### src/rtl/pdiv_pkg.sv
package pdiv_pkg;

  localparam logic [3:0] SEL_HIZ      = 4'd0;
  localparam logic [3:0] SEL_HIGH     = 4'd1;
  localparam logic [3:0] SEL_LOW      = 4'd2;
  localparam logic [3:0] SEL_LOCK_HI  = 4'd3;
  localparam logic [3:0] SEL_LOCK_LO  = 4'd4;
  localparam logic [3:0] SEL_FB_HALF  = 4'd9;
  localparam logic [3:0] SEL_REF_HALF = 4'd11;

  typedef struct packed {
    logic rTc;
    logic nTc;
    logic rHalf;
    logic nHalf;
    logic rZero;
    logic nZero;
  } divStrobes_t;

endpackage

### src/rtl/pdiv_counter.sv
module pdiv_counter #(
  parameter int W = 12
) (
  input  logic         clk,
  input  logic         rst,
  input  logic         tick,
  input  logic [W-1:0] divVal,
  output logic         zero,
  output logic         tc,
  output logic         half
);

  logic [W-1:0] cnt;
  logic         atLast;

  assign zero   = (divVal == '0);
  assign atLast = (cnt >= divVal - W'(1));

  always_ff @(posedge clk) begin
    if (rst || zero) begin
      cnt  <= '0;
      tc   <= 1'b0;
      half <= 1'b0;
    end else if (tick) begin
      if (atLast) begin
        cnt  <= '0;
        tc   <= 1'b1;
        half <= ~half;
      end else begin
        cnt <= cnt + W'(1);
        tc  <= 1'b0;
      end
    end else begin
      tc <= 1'b0;
    end
  end

  AST_TC_NEEDS_TICK: assert property (@(posedge clk) disable iff (rst)
    tc |-> $past(tick));
  AST_ZERO_SILENT: assert property (@(posedge clk) disable iff (rst)
    $past(zero) |-> !tc);
  AST_HALF_MOVES_WITH_TC: assert property (@(posedge clk) disable iff (rst)
    (half != $past(half)) |-> (tc || $past(zero)));

endmodule

### src/rtl/pdiv_datapath.sv
module pdiv_datapath
  import pdiv_pkg::*;
#(
  parameter int REF_W = 12,
  parameter int FB_W  = 18
) (
  input  logic             clk,
  input  logic             rst,
  input  logic             refTick,
  input  logic             fbTick,
  input  logic [REF_W-1:0] refDivisor,
  input  logic [FB_W-1:0]  fbDivisor,
  output divStrobes_t      strobes
);

  logic rZero, rTc, rHalf;
  logic nZero, nTc, nHalf;

  pdiv_counter #(.W(REF_W)) u_refCnt (
    .clk(clk), .rst(rst), .tick(refTick), .divVal(refDivisor),
    .zero(rZero), .tc(rTc), .half(rHalf)
  );

  pdiv_counter #(.W(FB_W)) u_fbCnt (
    .clk(clk), .rst(rst), .tick(fbTick), .divVal(fbDivisor),
    .zero(nZero), .tc(nTc), .half(nHalf)
  );

  always_comb begin
    strobes.rTc   = rTc;
    strobes.nTc   = nTc;
    strobes.rHalf = rHalf;
    strobes.nHalf = nHalf;
    strobes.rZero = rZero;
    strobes.nZero = nZero;
  end

  AST_FB_TC_NEEDS_TICK: assert property (@(posedge clk) disable iff (rst)
    nTc |-> $past(fbTick));

endmodule

### src/rtl/pdiv_lock_ctrl.sv
module pdiv_lock_ctrl
  import pdiv_pkg::*;
#(
  parameter int LOCK_HITS = 8,
  parameter int WINDOW    = 2,
  parameter int PRESCALE  = 4
) (
  input  logic        clk,
  input  logic        rst,
  input  logic        refTick,
  input  logic        lockPrescale,
  input  divStrobes_t strobes,
  input  logic [3:0]  statusSel,
  output logic        statusPin,
  output logic        statusDrive
);

  localparam int PRE_W  = (PRESCALE > 1) ? $clog2(PRESCALE) : 1;
  localparam int AGE_W  = $clog2(WINDOW + 2);
  localparam int GOOD_W = (LOCK_HITS > 1) ? $clog2(LOCK_HITS) : 1;

  logic [PRE_W-1:0]  preR, preN;
  logic [AGE_W-1:0]  age, ageInc, ageNext;
  logic [GOOD_W-1:0] good;
  logic              pendR, pendN, pendRNext, pendNNext;
  logic              evR, evN, hit, miss, locked;

  // Prescaler: selects which terminal counts reach the comparator
  assign evR = strobes.rTc && (!lockPrescale || preR == PRE_W'(PRESCALE - 1));
  assign evN = strobes.nTc && (!lockPrescale || preN == PRE_W'(PRESCALE - 1));

  always_ff @(posedge clk) begin
    if (rst) begin
      preR <= '0;
      preN <= '0;
    end else begin
      if (strobes.rTc) preR <= (preR == PRE_W'(PRESCALE - 1)) ? '0 : preR + PRE_W'(1);
      if (strobes.nTc) preN <= (preN == PRE_W'(PRESCALE - 1)) ? '0 : preN + PRE_W'(1);
    end
  end

  // Pairing of events within the window
  assign ageInc = age + AGE_W'(refTick);

  always_comb begin
    hit       = 1'b0;
    miss      = 1'b0;
    pendRNext = pendR;
    pendNNext = pendN;
    ageNext   = age;
    if (evR && evN) begin
      hit       = 1'b1;
      pendRNext = 1'b0;
      pendNNext = 1'b0;
    end else if (evR) begin
      if (pendN) begin
        if (ageInc <= AGE_W'(WINDOW)) hit = 1'b1;
        else miss = 1'b1;
        pendNNext = 1'b0;
      end else if (pendR) begin
        miss    = 1'b1;
        ageNext = '0;
      end else begin
        pendRNext = 1'b1;
        ageNext   = '0;
      end
    end else if (evN) begin
      if (pendR) begin
        if (ageInc <= AGE_W'(WINDOW)) hit = 1'b1;
        else miss = 1'b1;
        pendRNext = 1'b0;
      end else if (pendN) begin
        miss    = 1'b1;
        ageNext = '0;
      end else begin
        pendNNext = 1'b1;
        ageNext   = '0;
      end
    end else if (pendR || pendN) begin
      if (ageInc > AGE_W'(WINDOW)) begin
        miss      = 1'b1;
        pendRNext = 1'b0;
        pendNNext = 1'b0;
        ageNext   = '0;
      end else begin
        ageNext = ageInc;
      end
    end
  end

  always_ff @(posedge clk) begin
    if (rst) begin
      pendR  <= 1'b0;
      pendN  <= 1'b0;
      age    <= '0;
      good   <= '0;
      locked <= 1'b0;
    end else begin
      pendR <= pendRNext;
      pendN <= pendNNext;
      age   <= ageNext;
      if (miss) begin
        good   <= '0;
        locked <= 1'b0;
      end else if (hit) begin
        if (good == GOOD_W'(LOCK_HITS - 1)) locked <= 1'b1;
        else good <= good + GOOD_W'(1);
      end
    end
  end

  // Status pin selector
  always_comb begin
    statusDrive = 1'b1;
    statusPin   = 1'b0;
    if (!(strobes.rZero || strobes.nZero)) begin
      case (statusSel)
        SEL_HIZ:      statusDrive = 1'b0;
        SEL_HIGH:     statusPin   = 1'b1;
        SEL_LOW:      statusPin   = 1'b0;
        SEL_LOCK_HI:  statusPin   = locked;
        SEL_LOCK_LO:  statusPin   = ~locked;
        SEL_FB_HALF:  statusPin   = strobes.nHalf;
        SEL_REF_HALF: statusPin   = strobes.rHalf;
        default:      statusPin   = 1'b0;
      endcase
    end
  end

  AST_LOCK_RISE_NEEDS_HIT: assert property (@(posedge clk) disable iff (rst)
    $rose(locked) |-> $past(hit));
  AST_LOCK_FALL_ON_MISS: assert property (@(posedge clk) disable iff (rst)
    $fell(locked) |-> $past(miss));
  AST_ONE_SIDE_PENDING: assert property (@(posedge clk) disable iff (rst)
    !(pendR && pendN));
  AST_HIZ_ONLY_CODE0: assert property (@(posedge clk) disable iff (rst)
    !statusDrive |-> (statusSel == SEL_HIZ));
  AST_ZERO_DIV_LOW: assert property (@(posedge clk) disable iff (rst)
    (strobes.rZero || strobes.nZero) |-> (statusDrive && !statusPin));
  AST_RESERVED_LOW: assert property (@(posedge clk) disable iff (rst)
    (statusSel inside {4'd5, 4'd6, 4'd7, 4'd8, 4'd10, [4'd12:4'd15]})
      |-> (statusDrive && !statusPin));

endmodule

### src/rtl/pll_div_status.sv
module pll_div_status
  import pdiv_pkg::*;
#(
  parameter int REF_W     = 12,
  parameter int FB_W      = 18,
  parameter int LOCK_HITS = 8,
  parameter int WINDOW    = 2,
  parameter int PRESCALE  = 4
) (
  input  logic             clk,
  input  logic             rst,
  input  logic             refTick,
  input  logic             fbTick,
  input  logic [REF_W-1:0] refDivisor,
  input  logic [FB_W-1:0]  fbDivisor,
  input  logic             lockPrescale,
  input  logic [3:0]       statusSel,
  output logic             refDivPulse,
  output logic             fbDivPulse,
  output logic             statusPin,
  output logic             statusDrive
);

  divStrobes_t strobes;

  pdiv_datapath #(.REF_W(REF_W), .FB_W(FB_W)) u_dp (
    .clk(clk), .rst(rst), .refTick(refTick), .fbTick(fbTick),
    .refDivisor(refDivisor), .fbDivisor(fbDivisor), .strobes(strobes)
  );

  pdiv_lock_ctrl #(.LOCK_HITS(LOCK_HITS), .WINDOW(WINDOW), .PRESCALE(PRESCALE)) u_ctrl (
    .clk(clk), .rst(rst), .refTick(refTick), .lockPrescale(lockPrescale),
    .strobes(strobes), .statusSel(statusSel),
    .statusPin(statusPin), .statusDrive(statusDrive)
  );

  assign refDivPulse = strobes.rTc;
  assign fbDivPulse  = strobes.nTc;

  AST_RST_CLEARS_PULSES: assert property (@(posedge clk)
    $past(rst) |-> (!refDivPulse && !fbDivPulse));

endmodule

### config.mk
export PLATFORM = sky130hd
export DESIGN_NAME = pll_div_status
export DESIGN_NICKNAME = d
export VERILOG_FILES = /design/src/rtl/pdiv_pkg.sv /design/src/rtl/pdiv_counter.sv /design/src/rtl/pdiv_datapath.sv /design/src/rtl/pdiv_lock_ctrl.sv /design/src/rtl/pll_div_status.sv
export SDC_FILE = /design/constraint.sdc
export NUM_CORES = 1
export LEC_CHECK = 0
export ABC_AREA = 1
export BUFFER_PORTS_ARGS = -buffer_cell sky130_fd_sc_hd__buf_2
export CAP_MARGIN = 10
export CORE_ASPECT_RATIO = 0.75
export CORE_MARGIN = 5
export CORE_UTILIZATION = 59
export CTS_CLUSTER_DIAMETER = 200
export DETAILED_ROUTE_END_ITERATION = 6
export PLACE_DENSITY = 0.8
export SYNTH_ARGS = -nofsm -noshare
export SYNTH_HDL_FRONTEND = slang
export SYNTH_SLANG_ARGS = --single-unit
### constraint.sdc
create_clock -name clk -period 3 [get_ports clk]
set_clock_uncertainty 0.15 [all_clocks]
set_input_delay 0.15 -clock clk [delete_from_list [all_inputs] [get_ports clk]]
set_output_delay 0.15 -clock clk [all_outputs]
set_load 0.01 [all_outputs]
======== Word level (Yosys, flattened, before mapping) ========
Cells that the tools add are included.
storage, ports and cells
  input bits .............................. 39
  word-level logic and storage cells ...... 111
  register bits ........................... 46
cells by class
  bitwise gates (word level) .............. 7
  magnitude comparators ................... 4
  add/sub/neg operators ................... 8
  equality and inequality tests ........... 11
  multiplexer cells ....................... 39
  reduce and logical (&&, ||, !) cells .... 29
operators with widths
  cell                     number
  $mux W1                  28
  $add A18 B1 Y18 const B  1
  $ge A18 B18 Y1           1
  $logic_not A18 Y1        1
  $mux W18                 1
  $sub A18 B1 Y18 const B  1
  $mux W2                  8
  $add A12 B1 Y12 const B  1
  $ge A12 B12 Y1           1
  $logic_not A12 Y1        1
  $mux W12                 1
  $sub A12 B1 Y12 const B  1
  $eq A4 B4 Y1 const B     2
  $reduce_and A2 Y1        4
  $reduce_or A2 Y1         4
  $not A1 Y1               7
  $logic_or A1 B1 Y1       6
  $reduce_and A3 Y1        2
  $reduce_bool A3 Y1       2
  $pmux W1 S5              1
  $add A2 B1 Y2 const B    2
  $eq A2 B2 Y1 const B     2
  $eq A4 B1 Y1 const B     1
  $eq A4 B2 Y1 const B     1
  14 further kinds         18

======== Logic depth before layout (Yosys ltp) ========
  depth in word-level cells ............... 8
  depth in mapped cells ................... 22

======== Modules after synthesis ========
From an unflattened synthesis, not the netlist that was laid out.
second synthesis, totals
  cell total of the unflattened synthesis .. 567
  area, all modules ....................... 3998.8 um^2
by module, submodules not included
  module                         seq. area each (um^2)  times used  cells each  area an instance (um^2)
  pdiv_counter at u_dp.u_fbCnt   400.4                  1           279         1901.8
  pdiv_counter at u_dp.u_refCnt  280.3                  1           174         1293.7
  pdiv_lock_ctrl                 240.2                  1           108         758.2
  pdiv_datapath                  0.0                    1           6           45.0

======== Worst setup path after synthesis ========
Ideal clock, no wire load.
  path type ............................... input-to-reg
  from .................................... in fbDivisor[0]
  to ...................................... reg u_dp.u_fbCnt.cnt[14]
  data arrival time ....................... 2192 ps
  slack ................................... 540 ps
  buffers on the path ..................... 1
  stages on the path ...................... 22
  required time ........................... 2731 ps
  cells stage by stage .................... inv_1 > ha_1 > nand2_2 > nor2_4 > nand3_1 > inv_1 > nand2_1 > xnor2_1 > inv_1 > ha_1 > nand2_1 > nor2_1 > nand2_1 > nor2_1 > nand2_1 > nand2_1 > nand2_1 > nand2_1 > nand2_2 > nand2_4 > buf_12 > nor2_2
between the ends
  longest elaborated chain between the ends .. 3
  elaborated cells between the ends (all ways) .. 5
  those cells by class .................... 1 x add/sub; 1 x order compare; 1 x mux; 2 x reduce/logical
RTL lines
  item                  line                  source
  start, declared       pll_div_status.sv:15  input logic [FB_W-1:0] fbDivisor,
  $sub A18 B1 Y18       pdiv_counter.sv:17    assign atLast = (cnt >= divVal - W'(1));
  $ge A18 B18 Y1        pdiv_counter.sv:17
  $mux W18              pdiv_counter.sv:25    if (atLast) begin
  end signal, assigned  pdiv_counter.sv:30    cnt <= cnt + W'(1);
  end, declared         pdiv_counter.sv:13    logic [W-1:0] cnt;
Several ways; a longest one is shown, not always the timed one.
A chain may end at the register's enable or synchronous reset.

======== Worst setup path after layout ========
  from .................................... in fbDivisor[0]
  to ...................................... reg u_dp.u_fbCnt.cnt[17]
Same word-level chain as after synthesis.

==> run summary <==
Critical Path Source Type: input pin
Total core area: 6190 µm²
Clock Tree Buf Depth: 2
End point of the critical path: u_dp.u_fbCnt.cnt[17]$_SDFFE_PP0P_
Switching Share: 0.263
Crit Path Max Fanout: 17
Worst-path clk slew: 0.09 ns
Top cells by count, synth: nand2_1, inv_1, nor2_1
Post-DP HPWL: 6.61 mm
R2R Path Start: u_dp.u_refCnt.cnt[9]$_SDFFE_PP0P_
CTS Buf Count: 5
Leak: 1.91 nW
R2R Setup Slk: 0.91 ns
Global-route wire length before repair: 13.5 mm
1st-iter DRT viols: 155
Mean Syn Cell Area: 6.84 µm²
Root Buffer: clkbuf_8
Syn_nets: 620
# setup viols final: 0
DR DRC count: 0
CP Cell Sequence: buf_2 -> inv_1 -> ha_1 -> nand2_2 -> nor2_4 -> nand3_1 -> inv_1 -> nand2_1 -> xnor2_1 -> inv_1 -> ha_1 -> nand2_1 -> nor2_1 -> nand2_1 -> nor2_1 -> nand2_1 -> nand2_1 -> nand2_1 -> nand2_1 -> nand2_2 -> nand2_4 -> nor2_1
Synth top area cells: dfxtp_1, ha_1, nand2_1, inv_1, nor2_1
Die height: 78.6 µm
Pwr dens: 310 nW/µm²
IO Pins: 43
Drt total wl: 8.06 mm
Number of global-route vias before repair: 3163
Area delta synth->final: 10.5%
Number of max-cap violations: 0
Final hold vios: 0
Tightest Hold Check Type: in2reg
Worst r2r dst: u_dp.u_refCnt.cnt[0]$_SDFFE_PP0P_
Yosys warnings: 0
Register area share after synthesis: 0.249
Clock latency on the worst-skew pair: 0.31 ns
RSZ-0062 raised after global routing: false
Ys flop type: dfxtp_1
Worst path max stage delay: 0.26 ns
GR Util All Layers: 0.206
Least-Margin Pin Slew: 0.402 ns
P_int: 0.935 mW
Min cycle time layout: 2.51 ns
Vias per inst: 5.15
Clock power frac: 0.368
Max Freq: 399 MHz
Layout net count: 666
Layout Cells excl Fill: 669
ANT nets after route: 0
H-tree level count: 2
Post-synth EDFFs: 0
Switching power: 0.333 mW
Share of the synthesized area in the top cell type: 0.249
GRT overflow: 0
Sequential Power Share: 0.490
VDD IR max: 0.190 mV
Final Instance Area: 4090 µm²
Die Wd: 101 µm
Flops & latches, synth: 46
CP arrival: 2.55 ns
TNS Setup: 0 ns
Crit Path Class: in2reg
Fraction of registers with async set/reset: 0
Vias after detailed routing: 3443
TritonRoute pass-1 iters: 4
CTS tree: done
Ant. Diodes: 0
# port buffers: 42
Cell count after synthesis: 541
Reg2Reg Depth: 9
Wire per inst: 12.0 µm
Largest area contributor in the netlist: dfxtp_1
Placed cells: 660
Crit. End Element: register
Starting Density: 0.598
Gate power share: 0.141
Final hold slack: 0.0446 ns
Initial antenna violation count: 0
Routability cong.: 0.912
Cell with the most instances after synthesis: nand2_1
Max-slew headroom: 0.731
Share of layout cells above drive strength 1: 0.138
Status: finished clean
Placement Cell Area: 3970 µm²
Slowest CP cell: ha_1
CP most frequent cell: nand2_1
Fin crit share: 0.836
FP Rows: 25
Clk sink count: 46
Fin. max-slew vios: 0
Die area: 7970 µm²
Largest net degree at the start of global routing: 18
Crit. Startpoint: fbDivisor[0]
Synthesized area: 3700 µm²
CP Data Required Time: 3.05 ns
Synth cell types: 34
## power groups by stage
stage               clock (mW)  sequential, mW  combinational [mW]
finish                   0.467           0.622               0.179
global route             0.497           0.623               0.205
CTS                      0.471           0.622               0.179
detailed placement           0           0.636               0.176
global placement             0           0.636               0.171
floorplan                    0           0.634               0.115
## layout by cell type, fill, tap and decap left out, drive strengths merged, types with 2 or more instances in the layout
master	instances
nand2	118
nor2	93
inv	81
dfxtp	46
buf	42
ha	40
nand3	32
xor2	31
a21oi	27
xnor2	16
nand4	15
o21ai	13
nor3	12
clkbuf	6
nor4	4
a21boi	2
a211oi	2
## timing repair
item,4_1_cts,5_1_grt
endpoints found under the hold margin,4,0
setup endpoints to repair,0,0
setup buffers,0,0
hold buffers,1,0
gates resized for setup,0,0
## per-stage QoR
stage               total power, mW   util  worst slack, ns
floorplan                     0.749      -            0.540
global placement              0.807  0.641            0.236
detailed placement            0.813  0.641            0.179
CTS                            1.27  0.660            0.480
global route                   1.32  0.660            0.195
finish                         1.27  0.660            0.493
## final cells by class
cell class | count | area [µm²]
Multi-Input combinational cell | 410 | 2430
Fill cell | 571 | 2100
Tap cell | 81 | 101
Clock inverter | 2 | 37.5
Timing Repair Buffer | 43 | 220
Inverter | 81 | 304
Clock buffer | 6 | 72.6
Sequential cell | 46 | 921
## registers in the layout (all words and copies together), names as in the netlist
| register | count |
|---|---|
| u_dp.u_refCnt.half | 1 |
| u_ctrl.good | 3 |
| u_dp.u_fbCnt.cnt | 18 |
| u_dp.u_refCnt.cnt | 12 |
| u_ctrl.preN | 2 |
| u_ctrl.pendR | 1 |
| u_ctrl.pendN | 1 |
| u_dp.u_refCnt.tc | 1 |
| u_dp.u_fbCnt.half | 1 |
| u_ctrl.age | 2 |
| u_ctrl.preR | 2 |
| u_dp.u_fbCnt.tc | 1 |
| u_ctrl.locked | 1 |
## cell families after synthesis
logic type | count (synthesis) | share of synthesized area
xor gates and xnor gates | 47 | 0.113
AOI/OAI and AO/OA | 47 | 0.0703
adders and majority gates | 40 | 0.135
DFF | 46 | 0.249
buffers and inverters | 85 | 0.0936
and+or+nand+nor | 276 | 0.339
## how the worst min path moves through the flow
stage | start | endpoint | slack [ns] | cells past startpoint
6_report | fbTick | u_dp.u_fbCnt.tc$_SDFF_PP0_ | 0.04 | 3
5_1_grt | fbTick | u_dp.u_fbCnt.tc$_SDFF_PP0_ | 0.06 | 3
4_1_cts | refTick | u_dp.u_refCnt.tc$_SDFF_PP0_ | 0.04 | 3
3_5_place_dp | rst | u_ctrl.age[1]$_SDFFE_PP0P_ | 0.28 | 2
3_3_place_gp | rst | u_ctrl.age[1]$_SDFFE_PP0P_ | 0.28 | 2
2_1_floorplan | rst | u_ctrl.age[1]$_SDFFE_PP0P_ | 0.07 | 1
## per-layer routing
layer	share of wire	track usage	vias up
met5	0	0	-
met4	0.011	0.0518	0
met3	0.060	0.0337	7
met2	0.41	0.319	90
met1	0.51	0.296	1519
li1	-	-	1827
## critical path: cells and delay by family
family | cells | cell delay, ns
adders and majority gates | 2 | 0.49
buffers and inverters | 4 | 0.33
xor gates and xnor gates | 1 | 0.13
and+or+nand+nor | 15 | 1.43
(Power assumes the default switching activity.)
